`src/rtl/panel_ctl_pkg.sv`:
```
package panel_ctl_pkg;
  localparam int unsigned OFS_CTRL = 'h00;
  localparam int unsigned OFS_HTIM = 'h04;
  localparam int unsigned OFS_VTIM = 'h08;
  localparam int unsigned OFS_AUX  = 'h0c;
  localparam int unsigned OFS_STAT = 'h10;
  localparam int unsigned OFS_SUB  = 'h14;

  localparam logic [31:0] CTRL_KEEP  = 32'h01cf_f300;
  localparam logic [31:0] CTRL_FIXED = 32'hfe00_0c34;
  localparam logic [31:0] HTIM_FIXED = 32'h0000_000f;
  localparam logic [31:0] AUX_FIXED  = 32'hfc00_0000;
  localparam logic [31:0] SUB_KEEP   = 32'ha1ff_ffff;

  typedef struct packed {
    logic [1:0] mode;
    logic       tft;
    logic [1:0] irq_mask;
    logic       mono;
    logic       en;
  } ctrl_t;

  function automatic ctrl_t ctrl_from_word(logic [31:0] w);
    ctrl_t c;
    c.mode     = w[21:20];
    c.tft      = w[7];
    c.irq_mask = w[4:3];
    c.mono     = w[1];
    c.en       = w[0];
    return c;
  endfunction

  function automatic logic [31:0] ctrl_to_word(ctrl_t c, logic [31:0] kept);
    logic [31:0] w;
    w         = kept | CTRL_FIXED;
    w[23]     = w[23] | c.tft;
    w[21:20]  = w[21:20] | c.mode;
    w[7]      = w[7] | c.tft;
    w[4:3]    = w[4:3] | c.irq_mask;
    w[1]      = w[1] | c.mono;
    w[0]      = w[0] | c.en;
    return w;
  endfunction

  function automatic logic [31:0] status_word(logic frame, logic pal, logic sync);
    logic [31:0] w;
    w    = '0;
    w[6] = pal;
    w[2] = sync;
    w[0] = frame;
    return w;
  endfunction
endpackage

```
`src/rtl/panel_ctl_dimreg.sv`:
```
module panel_ctl_dimreg #(
  parameter int DATA_W = 32,
  parameter int DIM_W  = 10
) (
  input  logic              clk,
  input  logic              rst_n,
  input  logic              we,
  input  logic [DATA_W-1:0] wdata,
  output logic [DATA_W-1:0] word
);
  localparam int HI_W = DATA_W - DIM_W;

  logic [DIM_W-1:0] dim_m1_q;
  logic [HI_W-1:0]  upper_q;

  always_ff @(posedge clk) begin
    if (!rst_n) begin
      dim_m1_q <= '0;
      upper_q  <= '0;
    end else if (we) begin
      dim_m1_q <= wdata[DIM_W-1:0];
      upper_q  <= wdata[DATA_W-1:DIM_W];
    end
  end

  assign word = {upper_q, dim_m1_q};

  AST_DIM_HOLDS: assert property (@(posedge clk) disable iff (!rst_n)
    !we |=> $stable(word));
endmodule

```
`src/rtl/panel_ctl_flags.sv`:
```
module panel_ctl_flags (
  input  logic       clk,
  input  logic       rst_n,
  input  logic       en_rise,
  input  logic       en_fall,
  input  logic       fall_mode_one,
  input  logic       ev_frame,
  input  logic       ev_palette,
  input  logic       ev_sync,
  input  logic [1:0] irq_mask,
  output logic       frame_q,
  output logic       pal_q,
  output logic       sync_q,
  output logic       irq
);
  logic fall_reports_frame;
  assign fall_reports_frame = en_fall & ~fall_mode_one;

  always_ff @(posedge clk) begin
    if (!rst_n) begin
      frame_q <= 1'b0;
      pal_q   <= 1'b0;
      sync_q  <= 1'b0;
    end else begin
      frame_q <= ev_frame | fall_reports_frame | (frame_q & ~en_rise);
      pal_q   <= ev_palette | (pal_q & ~en_rise);
      sync_q  <= ~en_fall & (ev_sync | sync_q);
    end
  end

  assign irq = (frame_q & irq_mask[0]) | (pal_q & irq_mask[1]) | sync_q;

  AST_FALL_CLEARS_SYNC: assert property (@(posedge clk) disable iff (!rst_n)
    en_fall |=> !sync_q);
  AST_FALL_REPORTS_FRAME: assert property (@(posedge clk) disable iff (!rst_n)
    (en_fall && !fall_mode_one) |=> frame_q);
  AST_RISE_CLEARS_FLAGS: assert property (@(posedge clk) disable iff (!rst_n)
    (en_rise && !ev_frame && !ev_palette) |=> (!frame_q && !pal_q));
  AST_EVENT_STICKS: assert property (@(posedge clk) disable iff (!rst_n)
    ev_palette |=> pal_q);
  AST_SYNC_UNMASKABLE: assert property (@(posedge clk) disable iff (!rst_n)
    (ev_sync && !en_fall) |=> irq);
endmodule

```
`src/rtl/panel_ctl_regs.sv`:
```
module panel_ctl_regs
  import panel_ctl_pkg::*;
#(
  parameter int ADDR_W = 8,
  parameter int DIM_W  = 10
) (
  input  logic              clk,
  input  logic              rst_n,
  input  logic              bus_wr,
  input  logic [ADDR_W-1:0] bus_addr,
  input  logic [31:0]       bus_wdata,
  output logic [31:0]       bus_rdata,
  input  logic              ev_frame,
  input  logic              ev_palette,
  input  logic              ev_sync,
  output logic              irq
);
  localparam int NUM_DIM = 2;
  localparam logic [ADDR_W-1:0] A_CTRL = ADDR_W'(OFS_CTRL);
  localparam logic [ADDR_W-1:0] A_HTIM = ADDR_W'(OFS_HTIM);
  localparam logic [ADDR_W-1:0] A_VTIM = ADDR_W'(OFS_VTIM);
  localparam logic [ADDR_W-1:0] A_AUX  = ADDR_W'(OFS_AUX);
  localparam logic [ADDR_W-1:0] A_STAT = ADDR_W'(OFS_STAT);
  localparam logic [ADDR_W-1:0] A_SUB  = ADDR_W'(OFS_SUB);

  ctrl_t       ctrl_q, ctrl_wr;
  logic [31:0] kept_q, aux_q, sub_q;
  logic        wr_ctrl, wr_aux, wr_sub, wr_stat;
  logic        en_rise, en_fall;
  logic        frame_q, pal_q, sync_q;
  logic [31:0] dim_word [NUM_DIM];

  assign wr_ctrl = bus_wr && (bus_addr == A_CTRL);
  assign wr_aux  = bus_wr && (bus_addr == A_AUX);
  assign wr_sub  = bus_wr && (bus_addr == A_SUB);
  assign wr_stat = bus_wr && (bus_addr == A_STAT);
  assign ctrl_wr = ctrl_from_word(bus_wdata);
  assign en_rise = wr_ctrl && ctrl_wr.en && !ctrl_q.en;
  assign en_fall = wr_ctrl && !ctrl_wr.en && ctrl_q.en;

  always_ff @(posedge clk) begin
    if (!rst_n) begin
      ctrl_q <= '0;
      kept_q <= '0;
      aux_q  <= '0;
      sub_q  <= '0;
    end else begin
      if (wr_ctrl) begin
        ctrl_q <= ctrl_wr;
        kept_q <= bus_wdata & CTRL_KEEP;
      end
      if (wr_aux) aux_q <= bus_wdata;
      if (wr_sub) sub_q <= bus_wdata & SUB_KEEP;
    end
  end

  for (genvar g = 0; g < NUM_DIM; g++) begin : g_dim
    localparam logic [ADDR_W-1:0] A_DIM = (g == 0) ? A_HTIM : A_VTIM;
    panel_ctl_dimreg #(.DATA_W(32), .DIM_W(DIM_W)) dim_i (
      .clk   (clk),
      .rst_n (rst_n),
      .we    (bus_wr && (bus_addr == A_DIM)),
      .wdata (bus_wdata),
      .word  (dim_word[g])
    );
  end

  panel_ctl_flags flags_i (
    .clk           (clk),
    .rst_n         (rst_n),
    .en_rise       (en_rise),
    .en_fall       (en_fall),
    .fall_mode_one (ctrl_wr.mode == 2'd1),
    .ev_frame      (ev_frame),
    .ev_palette    (ev_palette),
    .ev_sync       (ev_sync),
    .irq_mask      (ctrl_q.irq_mask),
    .frame_q       (frame_q),
    .pal_q         (pal_q),
    .sync_q        (sync_q),
    .irq           (irq)
  );

  always_comb begin
    case (bus_addr)
      A_CTRL:  bus_rdata = ctrl_to_word(ctrl_q, kept_q);
      A_HTIM:  bus_rdata = dim_word[0] | HTIM_FIXED;
      A_VTIM:  bus_rdata = dim_word[1];
      A_AUX:   bus_rdata = aux_q | AUX_FIXED;
      A_STAT:  bus_rdata = status_word(frame_q, pal_q, sync_q);
      A_SUB:   bus_rdata = sub_q;
      default: bus_rdata = '0;
    endcase
  end

  AST_STAT_WR_IGNORED: assert property (@(posedge clk) disable iff (!rst_n)
    (wr_stat && !ev_frame && !ev_palette && !ev_sync)
      |=> ($stable(frame_q) && $stable(pal_q) && $stable(sync_q)));
  AST_SAME_EN_NO_EDGE: assert property (@(posedge clk) disable iff (!rst_n)
    (wr_ctrl && (ctrl_wr.en == ctrl_q.en)) |-> (!en_rise && !en_fall));
  AST_SUB_RESERVED_ZERO: assert property (@(posedge clk) disable iff (!rst_n)
    wr_sub |=> ((sub_q & ~SUB_KEEP) == 32'h0));
endmodule

```
`config.mk`:
```
export PLATFORM = sky130hd
export DESIGN_NAME = panel_ctl_regs
export DESIGN_NICKNAME = d
export VERILOG_FILES = /design/src/rtl/panel_ctl_pkg.sv /design/src/rtl/panel_ctl_dimreg.sv /design/src/rtl/panel_ctl_flags.sv /design/src/rtl/panel_ctl_regs.sv
export SDC_FILE = /design/constraint.sdc
export NUM_CORES = 1
export LEC_CHECK = 0
export BUFFER_PORTS_ARGS = -buffer_cell sky130_fd_sc_hd__buf_2
export CAP_MARGIN = 40
export CORE_ASPECT_RATIO = 0.75
export CORE_MARGIN = 2
export CORE_UTILIZATION = 50
export CTS_BUF_LIST = sky130_fd_sc_hd__clkbuf_2 sky130_fd_sc_hd__clkbuf_4 sky130_fd_sc_hd__clkbuf_8
export DETAILED_ROUTE_END_ITERATION = 10
export PLACE_DENSITY_LB_ADDON = 0.25
export SLEW_MARGIN = 0
export SYNTH_ARGS = -nofsm -noshare
export SYNTH_HDL_FRONTEND = slang
export SYNTH_SLANG_ARGS = --single-unit
```
`constraint.sdc`:
```
create_clock -name clk -period 2.65 [get_ports clk]
set_input_delay 0.3975 -clock clk [delete_from_list [all_inputs] [get_ports clk]]
set_output_delay 0.3975 -clock clk [all_outputs]
set_load 0.01 [all_outputs]
```
Yosys cells after proc, flatten, opt, wreduce, memory -nomap -nowiden --
Index checks and enable logic that the tools add are counted. W data, S select, Z words.
Word-level totals: register bits 140, latch bits 0, RAM bits 0, ROM bits 0, input port bits 46, output and inout port bits 33, word-level logic and storage cells 50, memories 0
Operators by class: add/subtract/negate cells 0, multipliers 0, div/mod/pow operators 0, magnitude comparators 0, equal/unequal tests 6, shift operators 0, multiplexer cells 1, bitwise logic cells 16, reductions and logical operators 12
Operator list (number):
- $pmux W32 S6 | 1
- $eq A8 B4 Y1 const B | 2
- $eq A8 B5 Y1 const B | 2
- $logic_and A1 B1 Y1 | 9
- $eq A8 B3 Y1 const B | 1
- $logic_not A8 Y1 | 1
- $or A1 B1 Y1 | 7
- $and A1 B1 Y1 | 6
- $not A1 Y1 | 3
- $eq A2 B1 Y1 const B | 1
- $logic_not A1 Y1 | 2

Logic depth before layout (Yosys ltp) --
Gate-level depths: netlist of run 1.
depth after elaboration 7, gate-level depth with buffers 7, gate-level depth less buffers 4

Modules after synthesis --
From an unflattened synthesis of run 1, not the netlist that was laid out.
Unflattened totals: cells, all modules 682, area, all modules 6635.1 sq um
Modules (own cells, without submodules):
- panel_ctl_regs | instances 1, cells an instance 465, area an instance 4030.1 sq um
- panel_ctl_dimreg | instances 2, cells an instance 103, area an instance 1243.7 sq um
- panel_ctl_flags | instances 1, cells an instance 11, area an instance 117.6 sq um

Worst setup path before layout of run 1 --
OpenSTA, ideal clock, no wires.
path kind input to output, start in bus_addr[3], end out bus_rdata[0], arrival 1755 ps, path slack 497 ps, stages 5, path buffers 3, cells stage by stage buf_2 > or4b_1 > buf_2 > clkbuf_1 > o32ai_1
Between the ends: word-level cells in the longest chain between the ends 2, elaborated cells on any way between the ends 7
RTL lines:
- start, declared | line panel_ctl_regs.sv:10 | input logic [ADDR_W-1:0] bus_addr,
- $eq A8 B5 Y1 (tied with other cells) | line panel_ctl_regs.sv:85 | case (bus_addr)
- $pmux W32 S6 * | line panel_ctl_regs.sv:85
- end, declared | line panel_ctl_regs.sv:12 | output logic [31:0] bus_rdata,
Every way passes the cells marked *; elsewhere a longest branch is shown, timed or not.

Final worst setup path of run 1 --
start in bus_addr[4], end out bus_rdata[27]
The elaborated chain is that of the path after synthesis.

==> metrics, run 1 <==
status completed; Site Rows 35; reg2reg setup slack 1670 ps; FF-to-FF Start ctrl_q[0]; post-route antenna net violation count 0; sequential fraction of the synthesis area 0.429; Final Hold Viols 0; Ys Warns 0; Least-Margin Pin Slew 727 ps; first-pass GRT wire length 28700 um; Crit. End Element primary output; Die Y 102 um; P_leak 0.00265 uW; DIE AREA 13600 um^2; Hold Crit Class in -> reg; drt first pass iters 6; Post-Syn Instances 779; nets 894; crit share post-route 0.904; ys flop type dfxtp_1; share of layout cells above drive strength 1 0.203; async set or reset register ratio after synthesis 0; DRT Wirelength 17600 um; Max VDD drop 0.265 mV; Worst Reg2Reg Path Length in Cells 3; Layout Skew 0.312 ps; total power draw 3970 uW; fin. max-slew vios 0; CP required 2250 ps; flops & latches, synth 136; Post-synth EDFFs 0; RR Endpoint flags_i.frame_q; Vias 5824; Worst Path Arrival 2000 ps; Finish-stage setup viols 0; f_max 417 MHz; Clock Sink Count 136; Distinct cells, synth 44; detailed-route wire length per cell 17.2 um; grt ovf 0; Worst Setup SP bus_addr[4]; Antenna diodes 0; IO Count 79; Mean Syn Cell Area 8.14 um^2; Starting DRT DRC Count 419; area grow syn2layout 16.3%; clk slew on worst S/H paths 70 ps; antenna violations before repair 0; CP Max Fanout 26; post-detail-place hpwl 11700 um; CP Class in -> out; Tmin final 2400 ps; CP Capture Point bus_rdata[27]; Hold Buf Count CTS 0; TritonCTS Buffers 17; Worst setup SP type primary input; post-CTS sizing 0; clock root cell clkbuf_8; post-CTS setup buffers 0; Slew Limit Headroom 0.515; # port buffers 78; Core Area 12300 um^2; Placer Congestion 0.816; Post-Synthesis Net Count 825; Max Cap Viol 0; Vias per Instance 5.68; CTS tree done; initial core utilization 0.514; pwr dens 538 nW/um^2; GR Util All Layers 0.268; number of global-route vias before repair 5794; total negative slack 0 ps; DRC viols 0; largest net degree at the start of global routing 78; htree depth 4; area of the mapped netlist 6340 um^2; Skew-Pair Late Insertion Delay 430 ps; RSZ-0062 raised after global routing false; CTS Buffer Depth 2; die width 134 um
-- sequential cells by signal (all words and copies together) (netlist names) --
name and flops:
ctrl_q 7, aux_q 26, flags_i.frame_q 1, g_dim.dim_i.dim_m1_q 16, g_dim.dim_i.upper_q 44, flags_i.sync_q 1
sub_q 27, flags_i.pal_q 1, kept_q 13
-- layout make-up --
cell class / instances / area, um^2
timing repair buffer: 114 / 713
sequential: 136 / 2720
multi-input combinational: 577 / 3350
clock buffer: 21 / 277
tap: 166 / 208
fill: 1109 / 4970
inverter: 2 / 7.51
clock inverter: 10 / 103
-- routing by layer --
layer,part of all wire,vias to the layer above,GRT usage
met2,0.46,166,0.452
met5,0,-,0
met3,0.056,24,0.0561
li1,-,2809,-
met1,0.46,2825,0.346
met4,0.018,0,0.0939
-- power by group --
group          switching (uW)  internal (uW)
Sequential               4.92           2050
Combinational             157           95.1
Clock                     777            889
-- placed cells by master (no fill, tap or decap), drive strengths merged, types with 2 or more instances in the layout --
| cell type | instances |
|---|---|
| o22ai | 2 |
| clkbuf | 21 |
| o22a | 14 |
| a222oi | 2 |
| bufinv | 2 |
| mux2i | 25 |
| mux2 | 24 |
| or3 | 3 |
| a21oi | 11 |
| clkinv | 7 |
| a22oi | 16 |
| nor4b | 3 |
| nor2b | 2 |
| o21bai | 2 |
| o32ai | 2 |
| nor3 | 9 |
| nand2b | 2 |
| a21boi | 101 |
| and3 | 3 |
| a22o | 2 |
| nand2 | 240 |
| nor2 | 25 |
| dfxtp | 136 |
| nand3 | 35 |
| a221o | 5 |
| or4b | 2 |
| o21ai | 34 |
| inv | 2 |
| nor3b | 3 |
| buf | 114 |
-- cell families (layout without fill, tap and decap cells) --
kind of cell,after synthesis,in the layout,share of synthesized area
AND/OR/NAND/NOR,329,329,0.221
AO/OA/AOI/OAI,198,198,0.223
flip-flops,136,136,0.429
buffers and inverters,66,147,0.0430
multiplexers,49,49,0.0820
XOR/XNOR,1,1,0.00138
-- synthesized netlist by cell type (all sizes together), types with 5 or more instances --
master | number | area (um^2)
nand2 | 240 | 901
dfxtp | 136 | 2720
a21boi | 101 | 758
clkbuf | 38 | 143
nand3 | 35 | 175
o21ai | 34 | 170
buf | 26 | 123
mux2i | 25 | 250
nor2 | 25 | 93.8
mux2 | 24 | 270
a22oi | 16 | 120
o22a | 14 | 123
a21oi | 11 | 55.1
nor3 | 9 | 56.3
a221o | 5 | 50.1
-- per-stage QoR --
step	instances	hold slack, ps	area, um^2	setup WS (ps)	utilization
3_5_place_dp	995	446	7000	272	0.567
3_3_place_gp	995	435	7000	313	0.567
4_1_cts	1026	176	7380	272	0.598
2_1_floorplan	779	426	6340	497	-
6_report	1026	199	7380	254	0.598
5_1_grt	1026	195	7380	166	0.598
-- how the worst min path moves through the flow --
stage | start | endpoint | depth (start not counted) | slack [ps]
after global placement | g_dim[1].dim_i.upper_q[0] | g_dim[1].dim_i.upper_q[0] | 2 | 440
after CTS | ev_palette | flags_i.pal_q | 2 | 180
final | ev_palette | flags_i.pal_q | 2 | 200
after detailed placement | g_dim[1].dim_i.upper_q[0] | g_dim[1].dim_i.upper_q[0] | 2 | 450
after global routing | ev_palette | flags_i.pal_q | 2 | 190
after floorplan | g_dim[1].dim_i.dim_m1_q[3] | g_dim[1].dim_i.dim_m1_q[3] | 2 | 430
-- worst max-delay path: stages --
cell and delay (ps):
buf_2 130, or4b_1 580, buf_12 200, nor3_1 340, a221o_1 220, buf_2 120
No activity file was read; power rests on OpenSTA's default activity.
==> run 2, diff against run 1 <==
--- a/config.mk
+++ b/config.mk
@@ -6,11 +6,13 @@
 export NUM_CORES = 1
 export LEC_CHECK = 0
 export BUFFER_PORTS_ARGS = -buffer_cell sky130_fd_sc_hd__buf_2
-export CAP_MARGIN = 40
+export CELL_PAD_IN_SITES_DETAIL_PLACEMENT = 1
+export CELL_PAD_IN_SITES_GLOBAL_PLACEMENT = 1
 export CORE_ASPECT_RATIO = 0.75
 export CORE_MARGIN = 2
-export CORE_UTILIZATION = 50
+export CORE_UTILIZATION = 48
 export CTS_BUF_LIST = sky130_fd_sc_hd__clkbuf_2 sky130_fd_sc_hd__clkbuf_4 sky130_fd_sc_hd__clkbuf_8
+export CTS_CLUSTER_DIAMETER = 150
 export DETAILED_ROUTE_END_ITERATION = 10
 export PLACE_DENSITY_LB_ADDON = 0.25
 export SLEW_MARGIN = 0
==> metrics, run 2 (synthesis gave the netlist of run 1 again) <==
Critical Path, Cell by Cell buf_2 > or4b_1 > buf_12 > nor3_1 > a221o_1 > buf_2; Vias 6014 (+3.3%); DRT Wirelength 20400 um (+16%); status completed; CP Max Fanout 26 (unchanged); clk slew on worst S/H paths 80 ps (about the same); crit share post-route 0.920 (+0.0156); total negative slack 0 ps (unchanged); CP Buf/Inv Count 3 (unchanged); largest net degree at the start of global routing 106 (+36%); Worst setup SP type primary input; most frequent cells in the layout nand2_1 (240), dfxtp_1 (136), a21boi_0 (97), buf_2 (77), nand3_1 (35); area grow syn2layout 16.1%; f_max 410 MHz (-1.7%); WHS Path Cells 2 (unchanged); critical path depth 6 (unchanged); Hold Buf Count CTS 0 (unchanged); total power draw 3870 uW (-2.5%); CTS Buffer Depth 2 (unchanged); most used cell, CP buf_2; commonest non-fill, non-tap cell in the layout nand2_1; share of layout cells above drive strength 1 0.199 (-0.00466); Max VDD drop 0.343 mV (+30%); DIE AREA 14200 um^2 (+4.0%); Core Area 12900 um^2 (+4.7%); Least-Margin Pin Slew 589 ps (-139 ps); Largest regs g_dim.dim_i.upper_q (44), sub_q (27), aux_q (26); nets 891 (-0.34%); P_leak 0.00263 uW (-0.84%); Skew-Pair Late Insertion Delay 440 ps (about the same); final worst slack 213 ps (-41.2 ps); CP max-delay cell or4b_1; number of global-route vias before repair 6335 (+9.3%); delay-heaviest family, CP simple AND/OR/NAND/NOR gates; Hold Crit Class in -> reg; grt ovf 0 (unchanged); CP required 2250 ps (about the same); Crit. End Element primary output; post-detail-place hpwl 13400 um (+14%); post-CTS setup buffers 0 (unchanged); Placed Area 7020 um^2 (+0.30%); Finish-stage setup viols 0 (unchanged); IO Count 79 (unchanged); Site Rows 36 (+2.9%); die width 137 um (+2.0%); Placer Congestion 0.799 (-2.0%); antenna violations before repair 0 (unchanged); detailed-route wire length per cell 19.9 um (+16%); Worst Path Arrival 2040 ps (+40 ps); CP Class in -> out; pwr dens 526 nW/um^2 (-2.3%); Seq. cell area 2720 um^2 (unchanged); # port buffers 78 (unchanged); DRC viols 0 (unchanged); RSZ-0062 raised after global routing false; Worst Reg2Reg Path Length in Cells 3 (unchanged); initial core utilization 0.491 (-0.0230); Antenna diodes 0 (unchanged); Die Y 104 um (+2.0%); post-route antenna net violation count 0 (unchanged); Slew Limit Headroom 0.607 (+0.0914); Place WS 225 ps (-47.6 ps); Final Hold Viols 0 (unchanged); htree depth 4 (unchanged); final-layout fill cell count 1563 (+41%); post-CTS sizing 0 (unchanged); first-pass GRT wire length 32600 um (+14%); area of the multi-input gates 3350 um^2 (unchanged); Starting DRT DRC Count 362 (-14%); Tmin final 2440 ps (+41.2 ps); CTS tree done; Vias per Instance 5.86 (+3.3%); Clock Sink Count 136 (unchanged); clock root cell clkbuf_8; CP max stage delay 560 ps (-20 ps); max FFs per register 44 (unchanged); Layout Skew 7.55 ps (+7.24 ps); fin. max-slew vios 0 (unchanged); drt first pass iters 5 (-1); final instance area 7360 um^2 (-0.20%); Max Cap Viol 0 (unchanged); Largest Register g_dim.dim_i.upper_q; final core occ 0.570 (-0.0279); GR Util All Layers 0.297 (+0.0286); TritonCTS Buffers 17 (unchanged)
==> run 2: changes by cell type in the layout (fill, tap and decap cells not counted), sizes merged <==
cell and delta:
clkinvlp -1, clkinv -3, bufinv -1, clkbuf +3, buf -3
==> run 2: path summary, 6_finish.rpt <==
path | to | start | slack (ps)
max | bus_rdata[30] | bus_addr[1] | 210
max reg2reg | flags_i.frame_q | ctrl_q[0] | 1630
min | flags_i.pal_q | ev_palette | 190
min reg2reg | g_dim[1].dim_i.upper_q[15] | g_dim[1].dim_i.upper_q[15] | 450
==> run 2: cell type report <==
type                       instances  share of cell area
sequential                       136               0.370
tap                              171              0.0291
timing repair buffer             111              0.0989
clock inverter                     5             0.00680
multi-input combinational        577               0.455
inverter                           2             0.00102
clock buffer                      24              0.0398
==> run 2: metrics by stage <==
stage | cells | hold slack, ps
2_1_floorplan | 779 | 426
3_3_place_gp | 997 | 437
3_5_place_dp | 997 | 447
4_1_cts | 1026 | 161
5_1_grt | 1026 | 166
6_report | 1026 | 186
==> run 2: report_power, final <==
part           leakage, uW  switching, uW  internal [uW]  total (uW)
registers          0.00110           4.86           2050        2050
logic              0.00135            163           96.0         259
clock network     0.000187            753            806        1560
total              0.00263            921           2950        3870
==> run 2: per-layer routing <==
layer  GRT usage  vias to the layer above  part of all wire
li1            -                     2802                 -
met1       0.387                     2994              0.45
met2       0.485                      185              0.48
met3      0.0607                       33             0.055
met4       0.106                        0             0.016
met5           0                        -                 0
==> run 2: worst reg2reg max path, delay by kind of cell (launching register included) <==
kind             cells  cell delay (ps)
flip-flops           1              420
AO/OA/AOI/OAI        2              280
AND/OR/NAND/NOR      1              250
==> run 3, diff against run 2 <==
--- a/config.mk
+++ b/config.mk
@@ -7,13 +7,14 @@
 export LEC_CHECK = 0
 export BUFFER_PORTS_ARGS = -buffer_cell sky130_fd_sc_hd__buf_2
 export CELL_PAD_IN_SITES_DETAIL_PLACEMENT = 1
-export CELL_PAD_IN_SITES_GLOBAL_PLACEMENT = 1
+export CELL_PAD_IN_SITES_GLOBAL_PLACEMENT = 2
 export CORE_ASPECT_RATIO = 0.75
 export CORE_MARGIN = 2
-export CORE_UTILIZATION = 48
+export CORE_UTILIZATION = 38
 export CTS_BUF_LIST = sky130_fd_sc_hd__clkbuf_2 sky130_fd_sc_hd__clkbuf_4 sky130_fd_sc_hd__clkbuf_8
 export CTS_CLUSTER_DIAMETER = 150
 export DETAILED_ROUTE_END_ITERATION = 10
+export GPL_ROUTABILITY_DRIVEN = 1
 export PLACE_DENSITY_LB_ADDON = 0.25
 export SLEW_MARGIN = 0
 export SYNTH_ARGS = -nofsm -noshare
==> metrics, run 3 (synthesis gave the netlist of run 1 again) <==
Core Area 16200 um^2 (+25%); worst min-delay path endpoint g_dim[1].dim_i.upper_q[18]; fin. max-slew vios 0 (unchanged); largest net degree at the start of global routing 65 (-39%); Hold Crit Class in -> reg; detailed-route wire length per cell 19.3 um (-2.7%); DIE AREA 17800 um^2 (+25%); max FFs per register 44 (unchanged); post-CTS setup buffers 0 (unchanged); Vias per Instance 5.43 (-7.4%); Crit. End Element primary output; CTS Buffer Depth 2 (unchanged); post-detail-place hpwl 14000 um (+5.0%); Vias 5817 (-3.3%); Worst Setup SP bus_addr[1]; P_leak 0.00266 uW (+1.3%); Worst Hold Slack 188 ps (+1.57 ps); DRT Wirelength 20700 um (+1.6%); Skew-Pair Late Insertion Delay 440 ps (about the same); htree depth 4 (unchanged); post-route antenna net violation count 0 (unchanged); commonest non-fill, non-tap cell in the layout nand2_1; CTS tree done; RR Endpoint flags_i.frame_q; Largest regs g_dim.dim_i.upper_q (44), sub_q (27), aux_q (26); f_max 425 MHz (+3.4%); Final Hold Viols 0 (unchanged); crit share post-route 0.889 (-0.0306); final-layout fill cell count 1936 (+24%); first-pass GRT wire length 33300 um (+2.1%); most frequent cells in the layout nand2_1 (240), dfxtp_1 (136), a21boi_0 (97), buf_2 (77), nand3_1 (35); worst hold start bus_wdata[28]; IO Count 79 (unchanged); clk slew on worst S/H paths 80 ps (about the same); RSZ-0062 raised after global routing false; # port buffers 78 (unchanged); DRC viols 0 (unchanged); Largest Register g_dim.dim_i.upper_q; Worst Reg2Reg Path Length in Cells 3 (unchanged); Max VDD drop 0.320 mV (-6.9%); number of global-route vias before repair 6219 (-1.8%); Worst Path Arrival 1960 ps (-80 ps); clock root cell clkbuf_8; CP Class in -> out; total negative slack 0 ps (unchanged); die width 153 um (+12%); reg2reg setup slack 1720 ps (+90 ps); grt ovf 0 (unchanged); nets 895 (+0.45%); CP required 2250 ps (about the same); status completed; Starting DRT DRC Count 322 (-11%); TritonCTS Buffers 17 (unchanged); Die Y 116 um (+12%); Layout Skew 2.17 ps (-5.37 ps); share of layout cells above drive strength 1 0.206 (+0.00767); Least-Margin Pin Slew 554 ps (-35.1 ps); post-CTS sizing 0 (unchanged); Tmin final 2360 ps (-81.2 ps); CP Max Fanout 26 (unchanged); Hold Buf Count CTS 0 (unchanged); initial core utilization 0.392 (-0.0983); WHS Path Cells 3 (+1); Site Rows 40 (+11%); Antenna diodes 0 (unchanged); Clock Sink Count 136 (unchanged); GR Util All Layers 0.242 (-0.0551); drt first pass iters 4 (-1); pwr dens 554 nW/um^2 (+5.3%); Finish-stage setup viols 0 (unchanged); Max Cap Viol 0 (unchanged); FF-to-FF Start ctrl_q[0]; Worst setup SP type primary input; antenna violations before repair 0 (unchanged); Slew Limit Headroom 0.631 (+0.0244); area grow syn2layout 18.0%; Placer Congestion 0.793 (-0.80%)
run 3: cell types whose count changed in the layout (fill, tap and decap cells not counted), moves of 2 or more:
cell / previous run / this run
clkinvlp_4: 0 / 2
bufinv_16: 1 / 3
buf_12: 7 / 4
buf_4: 27 / 34
run 3: how the worst max path moves through the flow:
stage / to / slack (ps) / cells after the start
6_report: bus_rdata[30] / 290 / 6
5_1_grt: bus_rdata[30] / 190 / 6
4_1_cts: bus_rdata[30] / 100 / 6
3_5_place_dp: bus_rdata[30] / 100 / 6
3_3_place_gp: bus_rdata[30] / 260 / 6
2_1_floorplan: bus_rdata[0] / 500 / 5
run 3: final cells by class:
class | instances | area (um^2) | share of cell area
multi-input combinational | 577 | 3350 | 0.448
sequential | 136 | 2720 | 0.364
timing repair buffer | 115 | 721 | 0.0963
clock buffer | 24 | 299 | 0.0399
tap | 210 | 263 | 0.0351
clock inverter | 8 | 120 | 0.0160
inverter | 2 | 7.51 | 0.00100
run 3: per-stage QoR:
step	total power, uW	utilization	cells	instance area, um^2	worst slack (ps)
floorplan	2230	-	779	6340	497
global placement	2350	0.437	1040	7060	261
detailed placement	2360	0.437	1040	7060	98.4
CTS	4190	0.463	1072	7480	98.3
global route	4300	0.463	1072	7490	189
finish	4150	0.463	1072	7490	294
run 3: report_power, final:
group | switching, uW | internal (uW)
clock | 804 | 1030
sequential | 5.79 | 2050
combinational | 164 | 95.8
run 3: metal layers:
layer / vias to the layer above / part of all wire / GRT usage
met5: - / 0 / 0
met4: 0 / 0.0099 / 0.0667
met3: 20 / 0.034 / 0.0456
met2: 96 / 0.49 / 0.426
met1: 2888 / 0.47 / 0.306
li1: 2813 / - / -
run 3: critical path, stage by stage:
cell	delay [ps]
buf_2	140
or4b_1	520
buf_4	280
nor3_2	280
a221o_1	200
buf_2	130
